[config.mk]
export PLATFORM = sky130hd
export DESIGN_NAME = soc_bus_fabric
export DESIGN_NICKNAME = d
export VERILOG_FILES = /design/src/rtl/fabric_pkg.sv /design/src/rtl/fab_top_decode.sv /design/src/rtl/io_narrow_bridge.sv /design/src/rtl/io_periph_decode.sv /design/src/rtl/soc_bus_fabric.sv
export SDC_FILE = /design/constraint.sdc
export NUM_CORES = 1
export LEC_CHECK = 0
export BUFFER_PORTS_ARGS = -buffer_cell sky130_fd_sc_hd__buf_2
export CORE_AREA = 3 3 277 279
export CTS_CLUSTER_DIAMETER = 200
export DETAILED_ROUTE_END_ITERATION = 10
export DIE_AREA = 0 0 280 282
export GPL_ROUTABILITY_DRIVEN = 1
export SYNTH_ARGS = -nofsm -noshare
export SYNTH_HDL_FRONTEND = slang
export SYNTH_SLANG_ARGS = --single-unit
[constraint.sdc]
create_clock -name clk -period 2.3 [get_ports clk]
set_input_delay 0.46 -clock clk [delete_from_list [all_inputs] [get_ports clk]]
set_output_delay 0.46 -clock clk [all_outputs]
set_load 0.01 [all_outputs]
[src/rtl/fabric_pkg.sv]
`timescale 1ns/1ps
package fabric_pkg;
  // Region code taken from the two top address bits.
  typedef enum logic [1:0] {
    RGN_BRAM = 2'b00,
    RGN_DRAM = 2'b01,
    RGN_HOLE = 2'b10,
    RGN_IO   = 2'b11
  } region_e;

  localparam int LEG_BRAM = 0;
  localparam int LEG_DRAM = 1;
  localparam int LEG_IO   = 2;
  localparam int NUM_LEGS = 3;

  typedef enum logic [1:0] {BR_IDLE, BR_XFER, BR_REPLY} bridge_st_e;

  function automatic int leg_of(input region_e r);
    case (r)
      RGN_BRAM: return LEG_BRAM;
      RGN_DRAM: return LEG_DRAM;
      RGN_IO:   return LEG_IO;
      default:  return NUM_LEGS;
    endcase
  endfunction

  // First beat is the high word only when no low lane is selected.
  function automatic logic begins_high(input logic lo_any, input logic hi_any);
    return hi_any && !lo_any;
  endfunction

  function automatic logic needs_two(input logic lo_any, input logic hi_any);
    return lo_any && hi_any;
  endfunction
endpackage

[src/rtl/fab_top_decode.sv]
`timescale 1ns/1ps
module fab_top_decode import fabric_pkg::*; #(
  parameter int DW = 64
) (
  input  logic                   clk,
  input  logic                   rst_n,
  input  logic                   m_cyc,
  input  logic                   m_stb,
  input  logic [1:0]             m_region,
  output logic                   m_ack,
  output logic                   m_err,
  output logic [DW-1:0]          m_dat_r,
  output logic [NUM_LEGS-1:0]    t_cyc,
  output logic [NUM_LEGS-1:0]    t_stb,
  input  logic [NUM_LEGS-1:0]    t_ack,
  input  logic [NUM_LEGS*DW-1:0] t_dat_r
);
  region_e rgn;
  int      leg;
  logic    hit;

  assign rgn = region_e'(m_region);
  assign leg = leg_of(rgn);
  assign hit = (rgn != RGN_HOLE);

  for (genvar s = 0; s < NUM_LEGS; s++) begin : g_leg
    assign t_cyc[s] = m_cyc && hit && (leg == s);
    assign t_stb[s] = m_cyc && m_stb && hit && (leg == s);
  end

  always_comb begin
    m_ack   = 1'b0;
    m_dat_r = '0;
    for (int s = 0; s < NUM_LEGS; s++) begin
      if (hit && leg == s) begin
        m_ack   = t_ack[s];
        m_dat_r = t_dat_r[s*DW +: DW];
      end
    end
  end

  assign m_err = m_cyc && m_stb && !hit;

  AST_ONE_LEG: assert property (@(posedge clk) disable iff (!rst_n)
    $onehot0({t_stb, m_err}));
  AST_ERR_NOT_ACK: assert property (@(posedge clk) disable iff (!rst_n)
    m_err |-> !m_ack && (t_stb == '0));
endmodule

[src/rtl/io_narrow_bridge.sv]
`timescale 1ns/1ps
module io_narrow_bridge import fabric_pkg::*; #(
  parameter int ADDR_W = 30,
  parameter int DW     = 64,
  parameter int HW     = 32
) (
  input  logic                              clk,
  input  logic                              rst_n,
  input  logic                              up_cyc,
  input  logic                              up_stb,
  input  logic                              up_we,
  input  logic [ADDR_W-$clog2(DW/8)-1:0]    up_adrw,
  input  logic [DW/8-1:0]                   up_sel,
  input  logic [DW-1:0]                     up_dat_w,
  output logic                              up_ack,
  output logic [DW-1:0]                     up_dat_r,
  output logic                              dn_cyc,
  output logic                              dn_stb,
  output logic                              dn_we,
  output logic [ADDR_W-1:0]                 dn_adr,
  output logic [HW/8-1:0]                   dn_sel,
  output logic [HW-1:0]                     dn_dat_w,
  input  logic                              dn_ack,
  input  logic [HW-1:0]                     dn_dat_r
);
  localparam int SW       = DW / 8;
  localparam int HSW      = HW / 8;
  localparam int HALF_LSB = $clog2(HSW);
  localparam int AWW      = ADDR_W - $clog2(SW);

  bridge_st_e     st;
  logic           on_hi, two;
  logic           r_we;
  logic [AWW-1:0] r_adrw;
  logic [SW-1:0]  r_sel;
  logic [DW-1:0]  r_wd, r_rd;

  // Named internal events.
  logic lo_any, hi_any, accept, beat_done, step_half, last_beat;
  assign lo_any    = |up_sel[HSW-1:0];
  assign hi_any    = |up_sel[SW-1:HSW];
  assign accept    = (st == BR_IDLE) && up_cyc && up_stb;
  assign beat_done = (st == BR_XFER) && dn_ack;
  assign step_half = beat_done && !on_hi && two;
  assign last_beat = beat_done && !step_half;

  always_ff @(posedge clk or negedge rst_n) begin
    if (!rst_n) begin
      st <= BR_IDLE; on_hi <= 1'b0; two <= 1'b0; r_we <= 1'b0;
      r_adrw <= '0; r_sel <= '0; r_wd <= '0; r_rd <= '0;
    end else begin
      case (st)
        BR_IDLE: if (accept) begin
          st     <= BR_XFER;
          on_hi  <= begins_high(lo_any, hi_any);
          two    <= needs_two(lo_any, hi_any);
          r_we   <= up_we;
          r_adrw <= up_adrw;
          r_sel  <= up_sel;
          r_wd   <= up_dat_w;
          r_rd   <= '0;
        end
        BR_XFER: if (beat_done) begin
          if (on_hi) r_rd[DW-1:HW] <= dn_dat_r;
          else       r_rd[HW-1:0]  <= dn_dat_r;
          if (step_half) on_hi <= 1'b1;
          if (last_beat) st    <= BR_REPLY;
        end
        BR_REPLY: st <= BR_IDLE;
        default:  st <= BR_IDLE;
      endcase
    end
  end

  assign dn_cyc   = (st == BR_XFER);
  assign dn_stb   = (st == BR_XFER);
  assign dn_we    = r_we;
  assign dn_adr   = {r_adrw, on_hi, {HALF_LSB{1'b0}}};
  assign dn_sel   = on_hi ? r_sel[SW-1:HSW] : r_sel[HSW-1:0];
  assign dn_dat_w = on_hi ? r_wd[DW-1:HW]   : r_wd[HW-1:0];
  assign up_ack   = (st == BR_REPLY);
  assign up_dat_r = r_rd;

  AST_ACK_AFTER_BEAT: assert property (@(posedge clk) disable iff (!rst_n)
    up_ack |-> $past(dn_ack));
  AST_NO_OVERLAP: assert property (@(posedge clk) disable iff (!rst_n)
    up_ack |-> !dn_stb);
  AST_LOW_BEFORE_HIGH: assert property (@(posedge clk) disable iff (!rst_n)
    dn_stb && $past(dn_stb) && $rose(dn_adr[HALF_LSB]) |-> $past(dn_ack));
  AST_HOLD_REQUEST: assert property (@(posedge clk) disable iff (!rst_n)
    dn_stb && !dn_ack |=> dn_stb && $stable(dn_adr));
endmodule

[src/rtl/io_periph_decode.sv]
`timescale 1ns/1ps
module io_periph_decode #(
  parameter int HW     = 32,
  parameter int NUM_IO = 4,
  parameter int IDX_W  = 4
) (
  input  logic                 clk,
  input  logic                 rst_n,
  input  logic                 leg_cyc,
  input  logic                 leg_stb,
  input  logic [IDX_W-1:0]     leg_idx,
  output logic                 leg_ack,
  output logic [HW-1:0]        leg_dat_r,
  output logic [NUM_IO-1:0]    p_cyc,
  output logic [NUM_IO-1:0]    p_stb,
  input  logic [NUM_IO-1:0]    p_ack,
  input  logic [NUM_IO*HW-1:0] p_dat_r
);
  logic matched;
  assign matched = int'(leg_idx) < NUM_IO;

  for (genvar g = 0; g < NUM_IO; g++) begin : g_per
    assign p_cyc[g] = leg_cyc && (int'(leg_idx) == g);
    assign p_stb[g] = leg_cyc && leg_stb && (int'(leg_idx) == g);
  end

  always_comb begin
    leg_ack   = leg_cyc && leg_stb;
    leg_dat_r = '1;
    for (int g = 0; g < NUM_IO; g++) begin
      if (matched && int'(leg_idx) == g) begin
        leg_ack   = p_ack[g];
        leg_dat_r = p_dat_r[g*HW +: HW];
      end
    end
  end

  AST_ONE_PERIPH: assert property (@(posedge clk) disable iff (!rst_n)
    $onehot0(p_stb));
  AST_NO_HANG: assert property (@(posedge clk) disable iff (!rst_n)
    leg_cyc && leg_stb && !matched |-> leg_ack && (p_stb == '0));
endmodule

[src/rtl/soc_bus_fabric.sv]
`timescale 1ns/1ps
module soc_bus_fabric import fabric_pkg::*; #(
  parameter int ADDR_W  = 30,
  parameter int DW      = 64,
  parameter int HW      = 32,
  parameter int NUM_IO  = 4,
  parameter int IDX_LSB = 12,
  parameter int IDX_W   = 4
) (
  input  logic                 clk,
  input  logic                 rst_n,
  input  logic                 m_cyc,
  input  logic                 m_stb,
  input  logic                 m_we,
  input  logic [ADDR_W-1:0]    m_adr,
  input  logic [DW/8-1:0]      m_sel,
  input  logic [DW-1:0]        m_dat_w,
  output logic [DW-1:0]        m_dat_r,
  output logic                 m_ack,
  output logic                 m_err,
  output logic                 bram_cyc,
  output logic                 bram_stb,
  output logic                 bram_we,
  output logic [ADDR_W-1:0]    bram_adr,
  output logic [DW/8-1:0]      bram_sel,
  output logic [DW-1:0]        bram_dat_w,
  input  logic [DW-1:0]        bram_dat_r,
  input  logic                 bram_ack,
  output logic                 dram_cyc,
  output logic                 dram_stb,
  output logic                 dram_we,
  output logic [ADDR_W-1:0]    dram_adr,
  output logic [DW/8-1:0]      dram_sel,
  output logic [DW-1:0]        dram_dat_w,
  input  logic [DW-1:0]        dram_dat_r,
  input  logic                 dram_ack,
  output logic [NUM_IO-1:0]    io_cyc,
  output logic [NUM_IO-1:0]    io_stb,
  output logic                 io_we,
  output logic [ADDR_W-1:0]    io_adr,
  output logic [HW/8-1:0]      io_sel,
  output logic [HW-1:0]        io_dat_w,
  input  logic [NUM_IO*HW-1:0] io_dat_r,
  input  logic [NUM_IO-1:0]    io_ack
);
  localparam int WORD_LSB = $clog2(DW/8);

  logic [NUM_LEGS-1:0]    t_cyc, t_stb, t_ack;
  logic [NUM_LEGS*DW-1:0] t_dat_r;
  logic                   leg_ack;
  logic [DW-1:0]          leg_dat_r;
  logic                   n_cyc, n_stb, n_ack;
  logic [HW-1:0]          n_dat_r;

  fab_top_decode #(.DW(DW)) u_lvl1 (
    .clk(clk), .rst_n(rst_n), .m_cyc(m_cyc), .m_stb(m_stb),
    .m_region(m_adr[ADDR_W-1 -: 2]), .m_ack(m_ack), .m_err(m_err),
    .m_dat_r(m_dat_r), .t_cyc(t_cyc), .t_stb(t_stb), .t_ack(t_ack),
    .t_dat_r(t_dat_r)
  );

  assign t_ack   = {leg_ack, dram_ack, bram_ack};
  assign t_dat_r = {leg_dat_r, dram_dat_r, bram_dat_r};

  assign bram_cyc = t_cyc[LEG_BRAM];  assign bram_stb = t_stb[LEG_BRAM];
  assign dram_cyc = t_cyc[LEG_DRAM];  assign dram_stb = t_stb[LEG_DRAM];
  assign bram_we  = m_we;  assign bram_adr = m_adr;
  assign bram_sel = m_sel; assign bram_dat_w = m_dat_w;
  assign dram_we  = m_we;  assign dram_adr = m_adr;
  assign dram_sel = m_sel; assign dram_dat_w = m_dat_w;

  io_narrow_bridge #(.ADDR_W(ADDR_W), .DW(DW), .HW(HW)) u_bridge (
    .clk(clk), .rst_n(rst_n),
    .up_cyc(t_cyc[LEG_IO]), .up_stb(t_stb[LEG_IO]), .up_we(m_we),
    .up_adrw(m_adr[ADDR_W-1:WORD_LSB]), .up_sel(m_sel), .up_dat_w(m_dat_w),
    .up_ack(leg_ack), .up_dat_r(leg_dat_r),
    .dn_cyc(n_cyc), .dn_stb(n_stb), .dn_we(io_we), .dn_adr(io_adr),
    .dn_sel(io_sel), .dn_dat_w(io_dat_w), .dn_ack(n_ack), .dn_dat_r(n_dat_r)
  );

  io_periph_decode #(.HW(HW), .NUM_IO(NUM_IO), .IDX_W(IDX_W)) u_lvl2 (
    .clk(clk), .rst_n(rst_n), .leg_cyc(n_cyc), .leg_stb(n_stb),
    .leg_idx(io_adr[IDX_LSB +: IDX_W]), .leg_ack(n_ack), .leg_dat_r(n_dat_r),
    .p_cyc(io_cyc), .p_stb(io_stb), .p_ack(io_ack), .p_dat_r(io_dat_r)
  );

  AST_IO_QUIET_OFF_LEG: assert property (@(posedge clk) disable iff (!rst_n)
    (bram_stb || dram_stb || m_err) |-> (io_stb == '0));
  AST_RESET_IDLE: assert property (@(posedge clk)
    $rose(rst_n) |-> !m_ack && (io_stb == '0));
endmodule

==> out/metrics.yaml, run 1 <==
sta:
  fin_crit_sh_pct: 98.50
  rsz0062_at_grt: "yes"
  finalSetupTns_ns: 0
  slew_headroom_pct: 39.12
  setup_viol: 0
  maxSlewViolCount: 0
  min_period_ns: 2.265
  worst_pin_slew_ns: 0.9062
  fmax_mhz: 441.4
  finalClockSkew_ns: 0.01872
  hold_viol_final: 0
min_path:
  hold_class: "input pin to flop"
  holdPathStages: 2
global_routing:
  first_global_vias: 9386
  grt_max_degree: 61
  grt_pass1_wl_um: 68950
  antenna_found_initial: 16
  grt-ovfl-total: 0
  grt_util_all_layers_pct: 12.50
pwr:
  ir_drop_uv: 492.8
  pwr-share-clk_pct: 24.6
  power.switching_w: 0.004692
  p_leak_nw: 7.402
  p_per_area_mw_per_mm2: 848.8
  p_sw_share_pct: 37.13
  internal_power_w: 0.007943
  p_total_w: 0.01263
  seqPwrFrac_pct: 33.3
  comb_power_share_pct: 42.2
placed_design:
  place_area_mm2: 0.01401
  place_congestion: 0.7418
  dpl.hpwl_um: 40700
  port_buffers: 708
synthesis:
  synth-compound-area-share_pct: 15.32
  ys_types: 36
  synthXorXnorAreaFrac_pct: 0
  syn_inst: 956
  synth-simple-area-share_pct: 5.386
  syn_avg_cell_area_um2: 11.08
  synth_top_family_by_area: "multiplexers"
  synth_fa_ha_area_share_pct: 0
  synth_area_mm2: 0.01059
  synth_seq_area_share_pct: 39.69
  synthMuxAreaShare_pct: 21.24
  yosysWarningCount: 0
  synth-seq-cells: 168
cells_and_area:
  layout-drive-gt1-share_pct: 68.30
  final_cell_mix: "buf_2 (705), mux2_2 (188), dfrtp_1 (165)"
  final_util_pct: 19.99
  finalNetCount: 1823
  final_area_mm2: 0.01488
  area_delta_synth_final_pct: 40.52
  final_common_cell: "buf_2"
setup_path:
  cp-end-kind: "output pin"
  crit_path_cell_trace: "or3_4 > buf_6 > nor3_4 > buf_2"
  cp_top_family: "simple AND/OR/NAND/NOR gates"
  required_ns: 1.84
  reg2reg_depth: 7
  worstPathMaxFanout: 4
  cp.depth: 4
  cp_num_buf_inv: 2
  worstSetupPathType: "flop to output pin"
  worst_setup_path_start_kind: "flop"
  cp.arrival_ns: 1.81
  slowest_delay_ns: 0.43
  slowest_stage: "dfrtp_2"
floorplan:
  core-area_mm2: 0.07445
  start_util_pct: 14.23
  num_io_pins: 720
  die-width_um: 280
  die_h_um: 282
  die-area_mm2: 0.07896
  row_count: 100
clock_network:
  cts_buffers: 17
  numClockSinks: 168
  cts-root-buf: "clkbuf_16"
  cts_tree: "done"
  clk_pin_slew_ns: 0.09
  clock_latency_ns: 0.48
  htreeDepth: 4
  clk_path_buf_depth: 2
route:
  routed_via_density: 3.908
  ant_nets: 0
  drt_iter0_drc: 298
  wire_per_inst_um: 21.32
  wirelength_um: 51980
  drt_first_pass_iters: 6
  drc: 0
  vias: 9528
run:
  maxCapViolCount: 0
run_status:
  status: "completed"
[path summary, 6_finish.rpt]
check | slack (ns) | end | startpoint
setup / recovery | 0.03 | io_cyc[2] | u_bridge.r_adrw[9]$_DFFE_PN0P_
hold / removal | 0.22 | u_bridge.r_wd[20]$_DFFE_PN0P_ | m_dat_w[20]
setup reg to reg | 0.04 | u_bridge.up_dat_r[32]$_DFFE_PN0P_ | u_bridge.r_adrw[11]$_DFFE_PN0P_
hold reg to reg | 0.47 | u_bridge.r_adrw[25]$_DFFE_PN0P_ | u_bridge.r_adrw[25]$_DFFE_PN0P_
max in group asynchronous | 1.20 | u_bridge.up_dat_r[44]$_DFFE_PN0P_ | rst_n
min in group asynchronous | 0.49 | u_bridge.up_dat_r[60]$_DFFE_PN0P_ | rst_n
[metal layers]
metal | wire length, um | vias up | track usage, % | part of all wire (%)
met1 | 20550 | 4605 | 14.42 | 40
met4 | 2190 | 0 | 5.480 | 4.2
met3 | 3378 | 87 | 2.691 | 6.5
met5 | 0 | - | 0 | 0
met2 | 25860 | 546 | 22.25 | 50
li1 | - | 4290 | - | -
[cell type report]
cell class / count / area (um2)
fillers: 8177 / 59560
multi-input cells: 500 / 4542
repair buffers: 765 / 4287
flip-flops and latches: 168 / 4208
well taps: 969 / 1212
clock buffers: 17 / 425.4
clock inverters: 15 / 197.7
inverters: 2 / 7.507
diodes: 2 / 5.005
[state kept, by name (all words and copies together) (netlist names)]
register / count
u_bridge.r_wd: 64
u_bridge.st: 2
u_bridge.r_adrw: 27
u_bridge.up_dat_r: 64
u_bridge.on_hi: 1
u_bridge.dn_we: 1
u_bridge.two: 1
u_bridge.r_sel: 8
[cells in the mapped netlist]
master	n	area [um2]
nand2b_1	3	18.77
a22o_1	130	1139
o31ai_1	1	7.510
o31a_1	1	8.760
mux2_1	10	112.6
buf_4	214	1607
a221o_1	1	10.01
and3_1	1	6.260
buf_1	13	48.80
conb_1	1	3.750
nor4_1	2	12.51
nor3_1	36	180.2
and3b_1	1	8.760
buf_6	6	67.56
clkbuf_1	47	176.4
mux2i_1	2	20.02
nand4bb_1	1	11.26
nand2_1	4	15.01
mux2_2	188	2117
and4b_1	1	10.01
and2_1	33	206.5
nor2b_1	2	12.51
buf_2	7	35.03
nor3b_2	1	12.51
o21a_1	1	7.510
or4b_1	2	20.02
inv_1	2	7.510
nor2_1	6	22.52
nand3_1	1	5.000
nor3b_1	2	15.01
nand3b_1	1	7.510
a211oi_1	32	240.2
o21ai_0	2	10.01
dfrtp_1	168	4204
o22ai_1	32	200.2
or3_1	1	6.260
[power by group through the flow]
stage / sequential, W / clock [W] / combinational, W
2_1_floorplan: 0.00419 / 0 / 0.00293
6_report: 0.00420 / 0.00310 / 0.00533
3_3_place_gp: 0.00425 / 0 / 0.00508
3_5_place_dp: 0.00427 / 0 / 0.00510
4_1_cts: 0.00420 / 0.00327 / 0.00546
5_1_grt: 0.00431 / 0.00337 / 0.00575
[cells by family after synthesis]
group / Yosys count
AOI/OAI and AO/OA: 200
buffers and inverters: 289
muxes: 200
other: 1
DFF: 168
and+or+nand+nor: 98
[through the flow]
stage / setup WS, ns / cells / hold WS (ns)
6_report: 0.03456 / 2438 / 0.2181
5_1_grt: -0.03704 / 2438 / 0.1867
4_1_cts: -0.06780 / 2437 / 0.1625
3_5_place_dp: -0.01032 / 2389 / 0.4336
3_3_place_gp: -0.02871 / 2389 / 0.4298
2_1_floorplan: 0.002866 / 957 / 0.1644
[what timing repair did]
| item | CTS | global route |
|---|---|---|
| buffers inserted | 12 | 0 |
| pin swaps | 4 | 2 |
| hold endpoints to repair | 37 | 0 |
| hold buffers | 1 | 0 |
| gates resized for setup | 13 | 2 |
| setup endpoints to repair | 8 | 16 |
| cloned | 3 | 0 |
Power figures use the tool's default switching activity.
==> run 2: changes to the inputs <==
CORE_AREA = 3 3 283 285   (was 3 3 277 279)
DIE_AREA = 0 0 286 288   (was 0 0 280 282)
SYNTH_HIERARCHICAL = 1   (was default)
==> out/metrics.yaml, run 2 <==
run_status:
  violations: "negative setup slack"
  status: "finished with violations"
setup_path:
  cp-end-kind: "flop"
  worstSetupPathType: "flop to flop"
  required_ns: 2.66  # +0.82 ns
  worstPathMaxFanout: 32  # +28
  worst_setup_path_start_kind: "flop"
  cp.arrival_ns: 2.66  # +0.85 ns
synthesis:
  yosys-top-cells-area: "dfrtp_1 (38%), buf_4 (15%), mux2_1 (11%)"
  ys_types: 38  # +5.6%
  async_flop_share_pct: 100.0  # unchanged
  synth_area_mm2: 0.01103  # +4.2%
  syn_inst: 893  # -6.6%
  synth-seq-cells: 168  # unchanged
  synth_ff_type: "dfrtp_1"
  synth_top_area_share_pct: 38.10  # -1.6 points
  synth_seq_area_share_pct: 38.10  # -1.6 points
  yosysWarningCount: 6  # +6
  syn_avg_cell_area_um2: 12.36  # +12%
  synth-edff-count: 0  # unchanged
  yosysMostFrequentCell: "buf_4"
  yosysTopAreaCell: "dfrtp_1"
  synth_common_cells: "buf_4 (216), dfrtp_1 (168), mux2_1 (105), mux2_2 (76), a22o_1 (66)"
route:
  vias: 9480  # -0.50%
  ant_nets: 0  # unchanged
  wire_per_inst_um: 20.44  # -4.1%
  drt_first_pass_iters: 5  # -1
  wirelength_um: 50940  # -2.0%
  routed_via_density: 3.804  # -2.7%
  drt_iter0_drc: 305  # +2.3%
  drc: 0  # unchanged
sta:
  fin_ws_ns: -0.006669  # -0.04123 ns
  finalSetupTns_ns: -0.01517  # -0.01517 ns
  finalClockSkew_ns: 0.01189  # -0.006825 ns
  maxSlewViolCount: 0  # unchanged
  min_period_ns: 2.307  # +0.04123 ns
  setup_viol: 4  # +4
  hold_viol_final: 0  # unchanged
  worst_pin_slew_ns: 0.7506  # -0.1556 ns
  fmax_mhz: 433.5  # -1.8%
  slew_headroom_pct: 49.96  # +11 points
  fin_crit_sh_pct: 100.3  # +1.8 points
  rsz0062_at_grt: "yes"
min_path:
  hold_class: "input pin to flop"
clock_network:
  cts_buffers: 17  # unchanged
  cts-root-buf: "clkbuf_16"
  cts_tree: "done"
  clk_pin_slew_ns: 0.08  # about the same
  htreeDepth: 4  # unchanged
  clk_path_buf_depth: 2  # unchanged
  numClockSinks: 168  # unchanged
  clock_latency_ns: 0.47  # about the same
global_routing:
  grt_max_degree: 65  # +6.6%
  first_global_vias: 9364  # -0.23%
  grt_pass1_wl_um: 68080  # -1.3%
  antenna_found_initial: 22  # +6
  grt-ovfl-total: 0  # unchanged
  grt_util_all_layers_pct: 11.70  # -0.80 points
cells_and_area:
  layout-drive-gt1-share_pct: 67.70  # -0.60 points
  final_common_cell: "buf_2"
  final_util_pct: 20.01  # about the same
  final_cells: 2492  # +2.2%
  final_cell_mix: "buf_2 (705), dfrtp_1 (164), mux2_1 (105)"
  finalNetCount: 1802  # -1.2%
  final_area_mm2: 0.01552  # +4.3%
  area_delta_synth_final_pct: 40.70
pwr:
  ir_drop_uv: 358.4  # -27%
  p_leak_nw: 7.967  # +7.6%
  p_total_w: 0.01153  # -8.7%
  p_per_area_mw_per_mm2: 742.7  # -13%
placed_design:
  dpl.hpwl_um: 41900  # +3.0%
  place_congestion: 0.8325  # +12%
  place_area_mm2: 0.01472  # +5.1%
  placed_cells: 2440  # +2.1%
  port_buffers: 708  # unchanged
floorplan:
  die-area_mm2: 0.08237  # +4.3%
  die-width_um: 286  # +2.1%
  start_util_pct: 14.22  # about the same
  core-area_mm2: 0.07759  # +4.2%
  num_io_pins: 720  # unchanged
  die_h_um: 288  # +2.1%
  row_count: 102  # +2.0%
run:
  maxCapViolCount: 0  # unchanged
run 2: logic make-up after synthesis:
kind of cell | synth area share [%]
buffers and inverters | 18.71
DFF | 38.10
AOI/OAI and AO/OA | 11.48
and+or+nand+nor | 3.765
other | 0.03398
muxes | 27.92
run 2: stage by stage:
stage / setup WS, ns / hold slack [ns]
2_1_floorplan: 0.02252 / 0.1644
3_3_place_gp: 0.04310 / 0.4616
3_5_place_dp: 0.01135 / 0.4684
4_1_cts: -0.004229 / 0.1632
5_1_grt: -0.07140 / 0.1871
6_report: -0.006669 / 0.2296
run 2: worst max-delay path, cell delays in order (launching register included):
cell	delay (ns)
dfrtp_4	0.50
or4b_4	0.52
o22ai_2	0.19
nor2_2	0.07
buf_6	0.12
and4b_2	0.27
buf_12	0.17
a32o_1	0.29
run 2: routing by layer:
metal	track usage [%]	up-vias	share of wire [%]
met5	0	-	0.053
li1	-	4195	-
met3	3.365	92	8.1
met4	5.015	4	3.5
met1	13.53	4622	39
met2	20.11	567	49
run 2: worst paths after layout:
kind / start / end / slack [ns] / cells past startpoint
min: m_dat_w[33] / u_bridge/r_wd[33]$_DFFE_PN0P_ / 0.23 / 2
min reg2reg: u_bridge/r_wd[36]$_DFFE_PN0P_ / u_bridge/r_wd[36]$_DFFE_PN0P_ / 0.48 / 1
max: u_bridge/r_adrw[9]$_DFFE_PN0P_ / u_bridge/up_dat_r[38]$_DFFE_PN0P_ / -0.007 / 7
max reg2reg: u_bridge/r_adrw[9]$_DFFE_PN0P_ / u_bridge/up_dat_r[38]$_DFFE_PN0P_ / -0.007 / 7
min in group asynchronous: rst_n / u_bridge/st[1]$_DFFE_PN0P_ / 0.53 / 2
max in group asynchronous: rst_n / u_bridge/r_wd[3]$_DFFE_PN0P_ / 1.15 / 3
run 2: layout make-up:
| class | count | area, um2 |
|---|---|---|
| tap | 1040 | 1301 |
| multi-input combinational | 442 | 4877 |
| clock inverter | 15 | 182.7 |
| sequential | 168 | 4212 |
| inverter | 2 | 7.507 |
| clock buffer | 17 | 425.4 |
| fill | 8534 | 62070 |
| timing repair buffer | 802 | 4504 |
| antenna | 6 | 15.01 |
run 2: power by group:
| part | internal (W) | switching [W] | total, W | leakage [nW] |
|---|---|---|---|---|
| clock | 0.00156 | 0.00150 | 0.00306 | 0.291 |
| combinational | 0.00223 | 0.00218 | 0.00441 | 5.41 |
| sequential | 0.00365 | 0.000411 | 0.00406 | 2.26 |
| total | 0.00744 | 0.00409 | 0.0115 | 7.97 |
run 2: repair_timing:
action | CTS | global route
buffers inserted | 4 | 10
endpoints found under the hold margin | 42 | 0
endpoints found under the setup margin | 10 | 49
gates resized for setup | 7 | 9
hold buffers | 1 | 0
pin swaps | 1 | 1
